`src/rtl/intr_dest_pkg.sv`:
```
package intr_dest_pkg;

    typedef enum logic [2:0] {
        DM_FIXED  = 3'd0,
        DM_LOWEST = 3'd1,
        DM_SMI    = 3'd2,
        DM_RSVD   = 3'd3,
        DM_NMI    = 3'd4,
        DM_INIT   = 3'd5,
        DM_START  = 3'd6,
        DM_EXT    = 3'd7
    } dmode_e;

    typedef enum logic [1:0] {
        SH_FIELD  = 2'd0,
        SH_SELF   = 2'd1,
        SH_ALL    = 2'd2,
        SH_OTHERS = 2'd3
    } shorthand_e;

    typedef enum logic [1:0] {
        S_IDLE    = 2'd0,
        S_RESOLVE = 2'd1,
        S_DONE    = 2'd2
    } rstate_e;

    localparam logic [3:0] MODEL_FLAT    = 4'hF;
    localparam logic [3:0] MODEL_CLUSTER = 4'h0;
    localparam logic [7:0] PHYS_BCAST    = 8'hFF;

    typedef struct packed {
        logic [7:0] dest;
        logic       logical;
        shorthand_e sh;
        dmode_e     dm;
        logic       level;
        logic       trigger;
    } msg_t;

endpackage

```
`src/rtl/idr_lowest_pick.sv`:
```
module idr_lowest_pick #(
    parameter int W = 8
) (
    input  logic [W-1:0] vec_in,
    output logic [W-1:0] vec_out
);
    // two's-complement isolate of the least significant set bit
    always_comb vec_out = vec_in & (~vec_in + W'(1));
endmodule

```
`src/rtl/idr_slot_table.sv`:
```
module idr_slot_table #(
    parameter int N      = 8,
    parameter int SLOT_W = $clog2(N)
) (
    input  logic                  clk,
    input  logic                  rst_n,
    input  logic                  cfg_we,
    input  logic [SLOT_W-1:0]     cfg_slot,
    input  logic [7:0]            cfg_phys_id,
    input  logic [7:0]            cfg_log_id,
    input  logic [3:0]            cfg_model,
    input  logic                  cfg_present,
    input  logic [N-1:0]          arb_load,
    input  logic [SLOT_W-1:0]     rd_slot,
    output logic [N-1:0][7:0]     phys_ids,
    output logic [N-1:0][7:0]     log_ids,
    output logic [N-1:0][3:0]     models,
    output logic [N-1:0]          present,
    output logic [7:0]            rd_arb_id
);
    logic [N-1:0][7:0] arb_ids;

    for (genvar i = 0; i < N; i++) begin : g_slot
        logic hit;
        assign hit = cfg_we && (cfg_slot == SLOT_W'(i));

        always_ff @(posedge clk or negedge rst_n) begin
            if (!rst_n) begin
                phys_ids[i] <= 8'h00;
                log_ids[i]  <= 8'h00;
                models[i]   <= intr_dest_pkg::MODEL_FLAT;
                present[i]  <= 1'b0;
            end else if (hit) begin
                phys_ids[i] <= cfg_phys_id;
                log_ids[i]  <= cfg_log_id;
                models[i]   <= cfg_model;
                present[i]  <= cfg_present;
            end
        end

        always_ff @(posedge clk or negedge rst_n) begin
            if (!rst_n)           arb_ids[i] <= 8'h00;
            else if (arb_load[i]) arb_ids[i] <= phys_ids[i];
        end
    end

    always_comb begin
        rd_arb_id = 8'h00;
        for (int i = 0; i < N; i++)
            if (rd_slot == SLOT_W'(i)) rd_arb_id = arb_ids[i];
    end
endmodule

```
`src/rtl/idr_match.sv`:
```
module idr_match
    import intr_dest_pkg::*;
#(
    parameter int N      = 8,
    parameter int SLOT_W = $clog2(N)
) (
    input  msg_t                 msg,
    input  logic [SLOT_W-1:0]    sender,
    input  logic [N-1:0][7:0]    phys_ids,
    input  logic [N-1:0][7:0]    log_ids,
    input  logic [N-1:0][3:0]    models,
    input  logic [N-1:0]         present,
    output logic [N-1:0]         raw_mask
);
    logic [N-1:0] self_vec;
    logic [N-1:0] phys_eq;
    logic [N-1:0] phys_one;
    logic [N-1:0] log_hit;
    logic [N-1:0] field_vec;

    for (genvar i = 0; i < N; i++) begin : g_cmp
        logic flat_hit, clus_hit;
        assign self_vec[i] = (sender == SLOT_W'(i));
        assign phys_eq[i]  = present[i] && (phys_ids[i] == msg.dest);
        assign flat_hit    = (models[i] == MODEL_FLAT) && ((msg.dest & log_ids[i]) != 8'h00);
        assign clus_hit    = (models[i] == MODEL_CLUSTER)
                             && (msg.dest[7:4] == log_ids[i][7:4])
                             && ((msg.dest[3:0] & log_ids[i][3:0]) != 4'h0);
        assign log_hit[i]  = flat_hit || clus_hit;
    end

    // duplicate physical IDs resolve to the lowest slot
    idr_lowest_pick #(.W(N)) u_phys_pick (
        .vec_in  (phys_eq),
        .vec_out (phys_one)
    );

    always_comb begin
        if (msg.logical)                 field_vec = log_hit;
        else if (msg.dest == PHYS_BCAST) field_vec = '1;
        else                             field_vec = phys_one;
    end

    always_comb begin
        unique case (msg.sh)
            SH_FIELD:  raw_mask = field_vec & present;
            SH_SELF:   raw_mask = self_vec & present;
            SH_ALL:    raw_mask = present;
            SH_OTHERS: raw_mask = ~self_vec & present;
            default:   raw_mask = '0;
        endcase
    end
endmodule

```
`src/rtl/intr_dest_resolver.sv`:
```
module intr_dest_resolver
    import intr_dest_pkg::*;
#(
    parameter int N      = 8,
    parameter int SLOT_W = $clog2(N)
) (
    input  logic              clk,
    input  logic              rst_n,
    input  logic              cfg_we,
    input  logic [SLOT_W-1:0] cfg_slot,
    input  logic [7:0]        cfg_phys_id,
    input  logic [7:0]        cfg_log_id,
    input  logic [3:0]        cfg_model,
    input  logic              cfg_present,
    input  logic              msg_valid,
    output logic              msg_ready,
    input  logic [7:0]        msg_dest,
    input  logic              msg_logical,
    input  logic [1:0]        msg_shorthand,
    input  logic [2:0]        msg_dmode,
    input  logic              msg_level,
    input  logic              msg_trigger,
    input  logic [SLOT_W-1:0] msg_sender,
    output logic              out_valid,
    output logic [N-1:0]      out_mask,
    input  logic [SLOT_W-1:0] rd_slot,
    output logic [7:0]        rd_arb_id
);
    rstate_e           state, state_nx;
    msg_t              cap_msg;
    logic [SLOT_W-1:0] cap_sender;
    logic [N-1:0]      raw_mask;
    logic [N-1:0]      tgt_q;
    logic [N-1:0]      low_one;
    logic [N-1:0]      arb_load;
    logic              init_deassert;

    logic [N-1:0][7:0] phys_ids;
    logic [N-1:0][7:0] log_ids;
    logic [N-1:0][3:0] models;
    logic [N-1:0]      present;

    always_comb begin
        state_nx = state;
        unique case (state)
            S_IDLE:    if (msg_valid) state_nx = S_RESOLVE;
            S_RESOLVE: state_nx = S_DONE;
            S_DONE:    state_nx = S_IDLE;
            default:   state_nx = S_IDLE;
        endcase
    end

    always_ff @(posedge clk or negedge rst_n) begin
        if (!rst_n) state <= S_IDLE;
        else        state <= state_nx;
    end

    always_ff @(posedge clk or negedge rst_n) begin
        if (!rst_n) begin
            cap_msg    <= '0;
            cap_sender <= '0;
        end else if (state == S_IDLE && msg_valid) begin
            cap_msg.dest    <= msg_dest;
            cap_msg.logical <= msg_logical;
            cap_msg.sh      <= shorthand_e'(msg_shorthand);
            cap_msg.dm      <= dmode_e'(msg_dmode);
            cap_msg.level   <= msg_level;
            cap_msg.trigger <= msg_trigger;
            cap_sender      <= msg_sender;
        end
    end

    always_ff @(posedge clk or negedge rst_n) begin
        if (!rst_n)                  tgt_q <= '0;
        else if (state == S_RESOLVE) tgt_q <= raw_mask;
    end

    idr_match #(.N(N), .SLOT_W(SLOT_W)) u_match (
        .msg      (cap_msg),
        .sender   (cap_sender),
        .phys_ids (phys_ids),
        .log_ids  (log_ids),
        .models   (models),
        .present  (present),
        .raw_mask (raw_mask)
    );

    idr_lowest_pick #(.W(N)) u_low_pick (
        .vec_in  (tgt_q),
        .vec_out (low_one)
    );

    assign init_deassert = (cap_msg.dm == DM_INIT) && !cap_msg.level && cap_msg.trigger;
    assign arb_load      = (state == S_DONE && init_deassert) ? tgt_q : '0;

    idr_slot_table #(.N(N), .SLOT_W(SLOT_W)) u_table (
        .clk         (clk),
        .rst_n       (rst_n),
        .cfg_we      (cfg_we),
        .cfg_slot    (cfg_slot),
        .cfg_phys_id (cfg_phys_id),
        .cfg_log_id  (cfg_log_id),
        .cfg_model   (cfg_model),
        .cfg_present (cfg_present),
        .arb_load    (arb_load),
        .rd_slot     (rd_slot),
        .phys_ids    (phys_ids),
        .log_ids     (log_ids),
        .models      (models),
        .present     (present),
        .rd_arb_id   (rd_arb_id)
    );

    always_comb begin
        msg_ready = (state == S_IDLE);
        out_valid = (state == S_DONE);
        out_mask  = '0;
        if (state == S_DONE) begin
            if (cap_msg.dm == DM_RSVD || init_deassert) out_mask = '0;
            else if (cap_msg.dm == DM_LOWEST)          out_mask = low_one;
            else                                       out_mask = tgt_q;
        end
    end
endmodule

```
`config.mk`:
```
export PLATFORM = sky130hd
export DESIGN_NAME = intr_dest_resolver
export DESIGN_NICKNAME = d
export VERILOG_FILES = /design/src/rtl/intr_dest_pkg.sv /design/src/rtl/idr_lowest_pick.sv /design/src/rtl/idr_slot_table.sv /design/src/rtl/idr_match.sv /design/src/rtl/intr_dest_resolver.sv
export SDC_FILE = /design/constraint.sdc
export NUM_CORES = 1
export LEC_CHECK = 0
export BUFFER_PORTS_ARGS = -buffer_cell sky130_fd_sc_hd__buf_2
export CORE_AREA = 2 2 170 172
export DETAILED_ROUTE_END_ITERATION = 8
export DIE_AREA = 0 0 172 174
export SLEW_MARGIN = 10
export SYNTH_ARGS = -nofsm -noshare
export SYNTH_HDL_FRONTEND = slang
export SYNTH_SLANG_ARGS = --single-unit
```
`constraint.sdc`:
```
create_clock -name clk -period 2.3 [get_ports clk]
set_clock_uncertainty 0.05 [all_clocks]
set_input_delay 0.345 -clock clk [delete_from_list [all_inputs] [get_ports clk]]
set_output_delay 0.345 -clock clk [all_outputs]
set_load 0.05 [all_outputs]
```
==> reports/qor.yml, run 1 <==
run_status: "complete, but fails checks"
violations: "setup timing"
synth_area_leader_cell: "dfrtp_1"
wl_um: 33290
layout_common_cells: "mux2_2, dfrtp_1, xnor2_1"
critPathBufInv: 1
syn_area_mm2: 0.01240
fin_setup_tns_ns: -0.6175
syn_avg_cell_area_um2: 13.28
ys_seq_elements: 261
min_period_ns: 2.439
synth_cells: 934
critPathMaxFanout: 3
slew_headroom_pct: 53.48
max_freq_mhz: 409.9
clkTransAtPathRegs_ns: 0.06
grt_use_total_pct: 22.84
drt_iter0_drc: 472
fp.coreArea_mm2: 0.02824
cts_tree: "done"
grt_pass1_wl_um: 51360
power-per-cell-area_mw_per_mm2: 968.6
preCtsSetupSlack_ns: 0.05545
area_growth_pct: 19.33
drc: 0
final_antenna_net_count: 0
nFillCells: 2538
hpwl_um: 23200
finalNetCount: 1142
crit_path_end_kind: "output pin"
critPathArrivalTime_ns: 2.04
grt_overflow: 0
cts_root_buf: "clkbuf_16"
io_buffers: 67
slew_viol_final: 0
clock_path_buffers: 3
critPathKind: "reg -> out"
synth_mux_area_share_pct: 25.28
ir_worst_vdd_v: 0.0007752
htreeDepth: 1
rows: 62
hold_viol_final: 0
die_area_mm2: 0.02993
synth_top_family_by_area: "multiplexers"
fin_crit_sh_pct: 106.1
layout_commonest_cell: "mux2_2"
whs_ns: 0.01205
required_ns: 1.90
yosysWarnings: 0
initial_core_util_pct: 43.93
layout-drive-gt1-share_pct: 44.39
drv_cap: 0
synth_xor_area_share_pct: 5.084
ys.flop_type: "dfrtp_1"
io-pin-count: 68
grt_pass1_vias: 8388
p_leak_nw: 6.441
die_h_um: 174
synthArstFlopShare_pct: 100.0
finalSetupViolCount: 7
synth_compound_area_share_pct: 4.650
final_util_pct: 52.41
fin_ws_ns: -0.1394
rsz0062_at_grt: "true"
synth_area_leaders: "dfrtp_1, mux2_2, dfstp_2"
grt_max_degree: 61
worstMarginPinSlew_ns: 0.6961
antenna_found_initial: 1
synth_fp_nets: 1016
synth-edff-count: 0
worst_path_max_delay_cell: "or4_4"
startpoint_type: "flip-flop"
via_per_inst: 5.527
hold_class: "in -> reg"
yosysTopAreaCellShare_pct: 46.20
cts_buffers: 29
power_mw: 14.34
cts.sinks: 261
place.gp.congestion: 0.8485
synthAdderAreaFrac_pct: 3.228
cpPeakStageDelay_ns: 0.54
critPathTopFamily: "simple AND/OR/NAND/NOR gates"
drt_pass1_iterations: 5
seq_area_frac_synth_pct: 52.98
vias: 8091
clkLatencyLatePin_ns: 0.54
synth_cell_type_count: 50
fp.dieW_um: 172
cp_cell_sequence: "or4_4 -> o21ai_2 -> nand2_2 -> nor2_4 -> buf_6"
wl_per_cell_um: 22.74
synthSimpleGateAreaFrac_pct: 7.122
## synthesized netlist by cell type, types with 12 or more instances
| cell type | count |
|---|---|
| dfstp_2 | 32 |
| mux2_2 | 252 |
| xnor2_1 | 63 |
| nor4_1 | 24 |
| ha_1 | 32 |
| nand2_1 | 42 |
| a21oi_1 | 18 |
| a22oi_1 | 12 |
| nand4_1 | 18 |
| buf_2 | 17 |
| nor3_1 | 13 |
| o21ai_0 | 19 |
| dfrtp_1 | 229 |
| nor2_1 | 21 |
## per-layer routing
metal,GRT usage (%),share of wire [%],wire (um),up-vias
li1,-,-,-,3698
met1,32.91,46,15340,4196
met2,37.13,48,16110,152
met3,2.914,3.5,1156,45
met4,4.832,2.1,686,0
met5,0,0,0,-
## repair_timing
| item | CTS | global route |
|---|---|---|
| buffers inserted | 2 | 0 |
| endpoints found under the setup margin | 15 | 22 |
| gates resized for setup | 29 | 27 |
| hold endpoints to repair | 67 | 0 |
| hold buffers | 15 | 0 |
| pin swaps | 6 | 7 |
## final timing paths
kind                                       endpoint  depth (start not counted)                start  slack [ns]
worst max-delay path                    out_mask[7]                          5             tgt_q[0]       -0.14
worst min-delay path                     cap_msg[8]                          2          msg_dest[0]        0.01
worst max register to register             tgt_q[0]                          7          cap_msg[15]        0.20
worst min register to register  u_table.arb_ids[18]                          1  u_table.arb_ids[18]        0.44
max in group asynchronous        u_table.models[24]                          3                rst_n        1.19
min in group asynchronous       u_table.arb_ids[37]                          2                rst_n        0.30
## worst register-to-register path: cells and delay by family (launching register included)
family	cells	cell delay (ns)
xor gates and xnor gates	1	0.14
DFF	1	0.51
AOI/OAI and AO/OA	3	0.54
and+or+nand+nor	2	0.53
buffers and inverters	1	0.27
## final cells by class
cell class	count	area [um2]	share of cell area, %
Antenna cell	1	2.502	0.01691
Timing Repair Buffer	136	1102	7.448
Clock buffer	44	832.0	5.622
Inverter	5	18.77	0.1268
Multi-Input combinational cell	627	5734	38.74
Clock inverter	6	55.05	0.3720
Sequential cell	261	6575	44.42
Tap cell	384	480.5	3.246
## through the flow
step,std cells,cell area (um2)
6_report,1464,14800
5_1_grt,1464,14800
4_1_cts,1463,14710
3_5_place_dp,1396,13580
3_3_place_gp,1396,13580
2_1_floorplan,934,12420
## sequential cells by signal, summed over array words and instances (netlist names)
register,cells
cap_sender,3
u_table.models,32
u_table.phys_ids,64
u_table.present,8
u_table.arb_ids,64
u_table.log_ids,64
cap_msg,16
state,2
tgt_q,8
## cells by family (layout without fill, tap and decap cells)
logic type / Yosys count / in the layout
muxes: 271 / 271
DFF: 261 / 261
and+or+nand+nor: 167 / 167
AOI/OAI and AO/OA: 85 / 85
xor gates and xnor gates: 72 / 72
buffers and inverters: 46 / 191
adders and majority gates: 32 / 32
other: 0 / 1
## report_power, final
group          internal [mW]  switching [mW]  total (mW)  leakage, nW
clock                   2.57            1.80        4.37        0.439
combinational           1.80            1.66        3.46         2.79
sequential              5.60           0.907        6.50         3.21
total                   9.97            4.37        14.3         6.44
Power figures use the tool's default switching activity.
==> run 2: changes to the inputs <==
- SETUP_SLACK_MARGIN: default -> 0.2
==> reports/qor.yml, run 2 (synthesis gave the netlist of run 1 again) <==
hpwl_um: 23140  # was 23,200 um
drt_iter0_drc: 424  # was 472
internal-power_mw: 10.73  # was 9.968 mW
clock_power_share_pct: 32.5  # was 30.5%
critPathMaxFanout: 3  # unchanged
grt_overflow: 0  # unchanged
required_ns: 1.90  # about the same
run_status: "complete, but fails checks"  # unchanged
p_leak_nw: 6.751  # was 6.441 nW
ir_worst_vdd_v: 0.0007808  # was 0.0007752 V
drt_pass1_iterations: 4  # was 5
regToRegSetupSlack_ns: 0.22  # was 0.20 ns
cp-startpoint: "tgt_q[3]"  # was tgt_q[0]
grt_pass1_wl_um: 51870  # was 51,360 um
timing.rr.end: "tgt_q[6]"  # was tgt_q[0]
pwr-share-seq_pct: 42.2  # was 45.4%
violations: "setup timing"  # unchanged
io_buffers: 67  # unchanged
critPathArrivalTime_ns: 2.01  # was 2.04 ns
use_met3_pct: 3.142  # was 2.914%
insertedDiodeCount: 0  # was 1
top_usage_layer: "met2"  # unchanged
clock_path_buffers: 3  # unchanged
rows: 62  # unchanged
placed_area_mm2: 0.01358  # unchanged
worstMarginPinSlew_ns: 0.6174  # was 0.6961 ns
antenna_found_initial: 0  # was 1
min_period_ns: 2.404  # was 2.439 ns
drc: 0  # unchanged
preCtsSetupSlack_ns: 0.07376  # was 0.05545 ns
r2r-start: "cap_msg[12]"  # was cap_msg[15]
clkTransAtPathRegs_ns: 0.06  # about the same
wl_per_cell_um: 22.49  # was 22.74 um
layout-drive-gt1-share_pct: 49.95  # was 44.39%
final_antenna_net_count: 0  # unchanged
whs_ns: 0.1026  # was 0.01205 ns
design_area_mm2: 0.01555  # was 0.01480 mm2
max_freq_mhz: 415.9  # was 409.9 MHz
crit_path_end_kind: "output pin"  # unchanged
combPwrFrac_pct: 25.3  # was 24.1%
layout_commonest_cell: "mux2_2"  # unchanged
io-pin-count: 68  # unchanged
startpoint_type: "flip-flop"  # unchanged
fp.coreArea_mm2: 0.02824  # unchanged
fp.dieW_um: 172  # unchanged
drv_cap: 0  # unchanged
grt_max_degree: 72  # was 61
place.gp.congestion: 0.8184  # was 0.8485
cts.sinks: 261  # unchanged
slew_headroom_pct: 58.46  # was 53.48%
p_switching_mw: 4.631  # was 4.367 mW
r2r_cells: 8  # was 7
fin_setup_tns_ns: -0.3948  # was -0.6175 ns
area_growth_pct: 25.35  # was 19.33%
cts_buffers: 30  # was 29
fin_ws_ns: -0.1043  # was -0.1394 ns
largestRegisters: "u_table.arb_ids: 64 flops, u_table.log_ids: 64 flops, u_table.phys_ids: 64 flops"  # unchanged
hold_viol_final: 0  # unchanged
clkLatencyLatePin_ns: 0.56  # was 0.54 ns
grtUsageMet1_pct: 33.35  # was 32.91%
met2_usage_pct: 36.36  # was 37.13%
die_h_um: 174  # unchanged
cts_root_buf: "clkbuf_16"  # unchanged
slew_viol_final: 0  # unchanged
worst_hold_path.endpoint: "u_table.phys_ids[49]"  # was cap_msg[8]
grt_use_total_pct: 23.03  # was 22.84%
power_mw: 15.36  # was 14.34 mW
layout_common_cells: "mux2_2, dfrtp_1, buf_4"  # was mux2_2, dfrtp_1, xnor2_1
hold_path_depth: 2  # unchanged
power-per-cell-area_mw_per_mm2: 987.7  # was 968.6 mW/mm2
finalSetupViolCount: 4  # was 7
worstHoldStart: "cfg_phys_id[1]"  # was msg_dest[0]
cts_tree: "done"  # unchanged
die_area_mm2: 0.02993  # unchanged
grt_pass1_vias: 8590  # was 8,388
initial_core_util_pct: 43.93  # unchanged
vias: 8277  # was 8,091
hold_class: "in -> reg"  # unchanged
critPathKind: "reg -> out"  # unchanged
finalNetCount: 1170  # was 1,142
wl_um: 33630  # was 33,290 um
htreeDepth: 1  # unchanged
fin_crit_sh_pct: 104.5  # was 106.1%
rsz0062_at_grt: "true"  # unchanged
via_per_inst: 5.536  # was 5.527
switching_share_pct: 30.15  # was 30.46%
==> run 2: worst max path at each step <==
stage | end | slack [ns]
final | out_mask[7] | -0.10
after global routing | out_mask[5] | -0.19
after detailed placement | rd_arb_id[3] | 0.07
after floorplan | rd_arb_id[4] | 0.01
after global placement | rd_arb_id[3] | 0.10
after CTS | out_mask[6] | -0.13
==> run 2: per-layer routing <==
layer / vias to the layer above / wire (um)
met5: - / 0
met3: 47 / 1318
met4: 0 / 843
met2: 164 / 15630
met1: 4319 / 15840
li1: 3747 / -
==> run 2: through the flow <==
| stage | util, % | instances |
|---|---|---|
| after global routing | 55.06 | 1495 |
| after global placement | 48.09 | 1396 |
| after CTS | 53.62 | 1480 |
| after floorplan | - | 934 |
| after detailed placement | 48.09 | 1396 |
| final | 55.06 | 1495 |
==> run 2: worst max-delay path, stage by stage (launching register included) <==
cell and delay [ns]:
dfrtp_1 0.38, or4_4 0.55, o21ai_2 0.16, nand2_2 0.10, nor2_2 0.11, buf_6 0.17
==> run 2: what timing repair did <==
action,CTS,global route
gates resized for setup,79,60
endpoints found under the hold margin,119,0
buffers inserted,9,15
pin swaps,11,33
hold buffers,20,0
endpoints found under the setup margin,23,31
==> run 2: power groups by stage <==
stage          combinational, mW  sequential, mW  clock [mW]
2_1_floorplan               2.39            6.16           0
3_3_place_gp                3.26            6.52           0
3_5_place_dp                3.31            6.53           0
4_1_cts                     3.57            6.46        5.07
5_1_grt                     4.23            6.60        5.31
6_report                    3.89            6.48        4.98
==> run 2: cell type report <==
class	count	area, um2
Fill cell	2435	12690
Sequential cell	261	6579
Multi-Input combinational cell	627	6068
Timing Repair Buffer	163	1365
Clock buffer	40	819.5
Tap cell	384	480.5
Clock inverter	15	216.5
Inverter	5	18.77
==> run 3: changes to the inputs <==
- CTS_BUF_LIST: default -> sky130_fd_sc_hd__clkbuf_4
- clock period: 2.3 -> 1.95 ns (I/O delays scaled with it)
==> reports/qor.yml, run 3 (synthesis gave the netlist of run 1 again) <==
cp-startpoint: "tgt_q[3]"  # unchanged
hold_viol_final: 0  # unchanged
final_util_pct: 60.01  # was 55.06%
cp_cell_sequence: "or4_4 -> o21ai_4 -> nand2_4 -> nor2_4 -> buf_8"  # was or4_4 -> o21ai_2 -> nand2_2 -> nor2_2 -> buf_6
final_antenna_net_count: 0  # unchanged
r2r-start: "cap_msg[12]"  # unchanged
grt_max_degree: 55  # was 72
finalSetupViolCount: 24  # was 4
vias: 8873  # was 8,277
die_h_um: 174  # unchanged
rsz0062_at_grt: "true"  # unchanged
critPathKind: "reg -> out"  # unchanged
dp.cells: 1422  # was 1,396
clkTransAtPathRegs_ns: 0.06  # about the same
initial_core_util_pct: 43.93  # unchanged
drv_cap: 0  # unchanged
htreeDepth: 3  # was 1
wl_um: 36130  # was 33,630 um
slew_headroom_pct: 59.35  # was 58.46%
via_per_inst: 5.450  # was 5.536
combPwrFrac_pct: 30.4  # was 25.3%
crit_path_end_kind: "output pin"  # unchanged
wl_met2_um: 17780  # was 15,630 um
startpoint_type: "flip-flop"  # unchanged
fin_cells: 1628  # was 1,495
placed_area_mm2: 0.01402  # was 0.01358 mm2
fin_ws_ns: -0.5140  # was -0.1043 ns
largestRegisters: "u_table.arb_ids: 64 flops, u_table.log_ids: 64 flops, u_table.phys_ids: 64 flops"  # unchanged
clock_path_buffers: 3  # unchanged
design_area_mm2: 0.01694  # was 0.01555 mm2
required_ns: 1.61  # was 1.90 ns
dr_wl_met3_um: 1462  # was 1318 um
min_period_ns: 2.464
drt_iter0_drc: 530  # was 424
top_layer: "met4"  # unchanged
p_leak_nw: 7.521  # was 6.751 nW
worstHoldStart: "msg_valid"  # was cfg_phys_id[1]
cpPeakStageDelay_ns: 0.55  # about the same
worstMarginPinSlew_ns: 0.6042  # was 0.6174 ns
p_switching_mw: 6.032  # was 4.631 mW
io_buffers: 67  # unchanged
area_growth_pct: 36.61  # was 25.35%
layout_commonest_cell: "dfrtp_1"  # was mux2_2
power_mw: 18.50  # was 15.36 mW
ir_worst_vdd_v: 0.0004926  # was 0.0007808 V
fp.dieW_um: 172  # unchanged
violations: "setup timing"  # unchanged
cts_tree: "done"  # unchanged
worst_path_max_delay_cell: "or4_4"  # unchanged
cts_root_buf: "clkbuf_4"  # was clkbuf_16
layout-drive-gt1-share_pct: 57.33  # was 49.95%
grt_pass1_vias: 9559  # was 8,590
cts.sinks: 261  # unchanged
critPathArrivalTime_ns: 2.12  # was 2.01 ns
finalNetCount: 1273  # was 1,170
drt_pass1_iterations: 5  # was 4
io-pin-count: 68  # unchanged
switching_share_pct: 32.61  # was 30.15%
rows: 62  # unchanged
critPathMaxFanout: 3  # unchanged
grt_use_total_pct: 24.72  # was 23.03%
cts_buffers: 74  # was 30
pwr-share-seq_pct: 42.0  # was 42.2%
layout_common_cells: "dfrtp_1, mux2_2, clkbuf_4"  # was mux2_2, dfrtp_1, buf_4
fp.coreArea_mm2: 0.02824  # unchanged
clock_power_share_pct: 27.6  # was 32.5%
slew_viol_final: 0  # unchanged
hpwl_um: 23890  # was 23,140 um
internal-power_mw: 12.47  # was 10.73 mW
drc: 0  # unchanged
grt_pass1_wl_um: 55310  # was 51,870 um
clkLatencyLatePin_ns: 0.72  # was 0.56 ns
wl_per_cell_um: 22.19  # was 22.49 um
die_area_mm2: 0.02993  # unchanged
fin_crit_sh_pct: 126.4
power-per-cell-area_mw_per_mm2: 1092  # was 987.7 mW/mm2
place.gp.congestion: 0.8672  # was 0.8184
hold_class: "in -> reg"  # unchanged
run_status: "complete, but fails checks"  # unchanged
wl_met1_um: 15770  # was 15,840 um
grt_overflow: 0  # unchanged
antenna_found_initial: 1  # was 0
max_freq_mhz: 405.8
## run 3: cell types whose count changed in the layout (fill, tap and decap cells not counted), moves of 9 or more
cell,previous run,this run
buf_12,8,28
buf_6,15,24
clkbuf_16,31,0
clkbuf_4,0,107
clkinv_1,0,13
dlygate4sd3_1,20,41
ha_1,30,15
ha_4,2,17
mux2_2,246,209
mux2_4,6,49
## run 3: path summary, 6_finish.rpt
| kind | endpoint | slack (ns) | depth (start not counted) |
|---|---|---|---|
| worst max register to register | tgt_q[4] | -0.19 | 9 |
| worst min register to register | u_table.arb_ids[63] | 0.45 | 1 |
| max in group asynchronous | u_table.phys_ids[33] | 1.08 | 3 |
| min in group asynchronous | u_table.arb_ids[40] | 0.06 | 2 |
| worst max-delay path | out_mask[6] | -0.51 | 5 |
| worst min-delay path | state[0] | 0.03 | 3 |
## run 3: layout make-up
cell class              instances  area [um2]
multi-input cells             627        6714
flip-flops and latches        261        6584
well taps                     384       480.5
diodes                          2       5.005
clock buffers                 107       803.3
clock inverters                20       151.4
repair buffers                222        2187
fillers                      2308       11290
inverters                       5       18.77
## run 3: critical path, delay by kind of cell (launching register included)
family | cells | cell delay, ns
DFF | 1 | 0.38
buffers and inverters | 1 | 0.15
AOI/OAI and AO/OA | 1 | 0.16
and+or+nand+nor | 3 | 0.75
## run 3: power by group through the flow
stage	Clock, mW	Sequential [mW]	Combinational, mW
after floorplan	0	7.29	2.90
after global placement	0	7.76	4.12
after detailed placement	0	7.79	4.19
after CTS	5.26	7.68	5.19
after global routing	5.59	7.89	6.03
final	5.11	7.77	5.62
## run 3: timing repair
item / CTS / global route
setup buffers: 29 / 7
hold endpoints to repair: 416 / 0
hold buffers: 41 / 0
pin swaps: 51 / 29
resized for setup: 140 / 128
cloned: 0 / 0
setup endpoints to repair: 27 / 84
## run 3: routing by layer
| layer | up-vias | GRT usage, % |
|---|---|---|
| met5 | - | 0 |
| met4 | 0 | 8.824 |
| met3 | 64 | 4.440 |
| met2 | 243 | 40.33 |
| met1 | 4549 | 33.12 |
| li1 | 4017 | - |
## run 3: per-stage QoR
step	setup WS, ns	TNS, ns	hold WS (ns)
finish	-0.5140	-7.369	0.02607
global route	-0.5865	-9.356	-0.001495
detailed placement	-0.1452	-0.7407	0.2058
floorplan	0.09316	0	-0.05309
CTS	-0.5501	-7.346	0.009070
global placement	-0.1697	-0.6644	0.2082
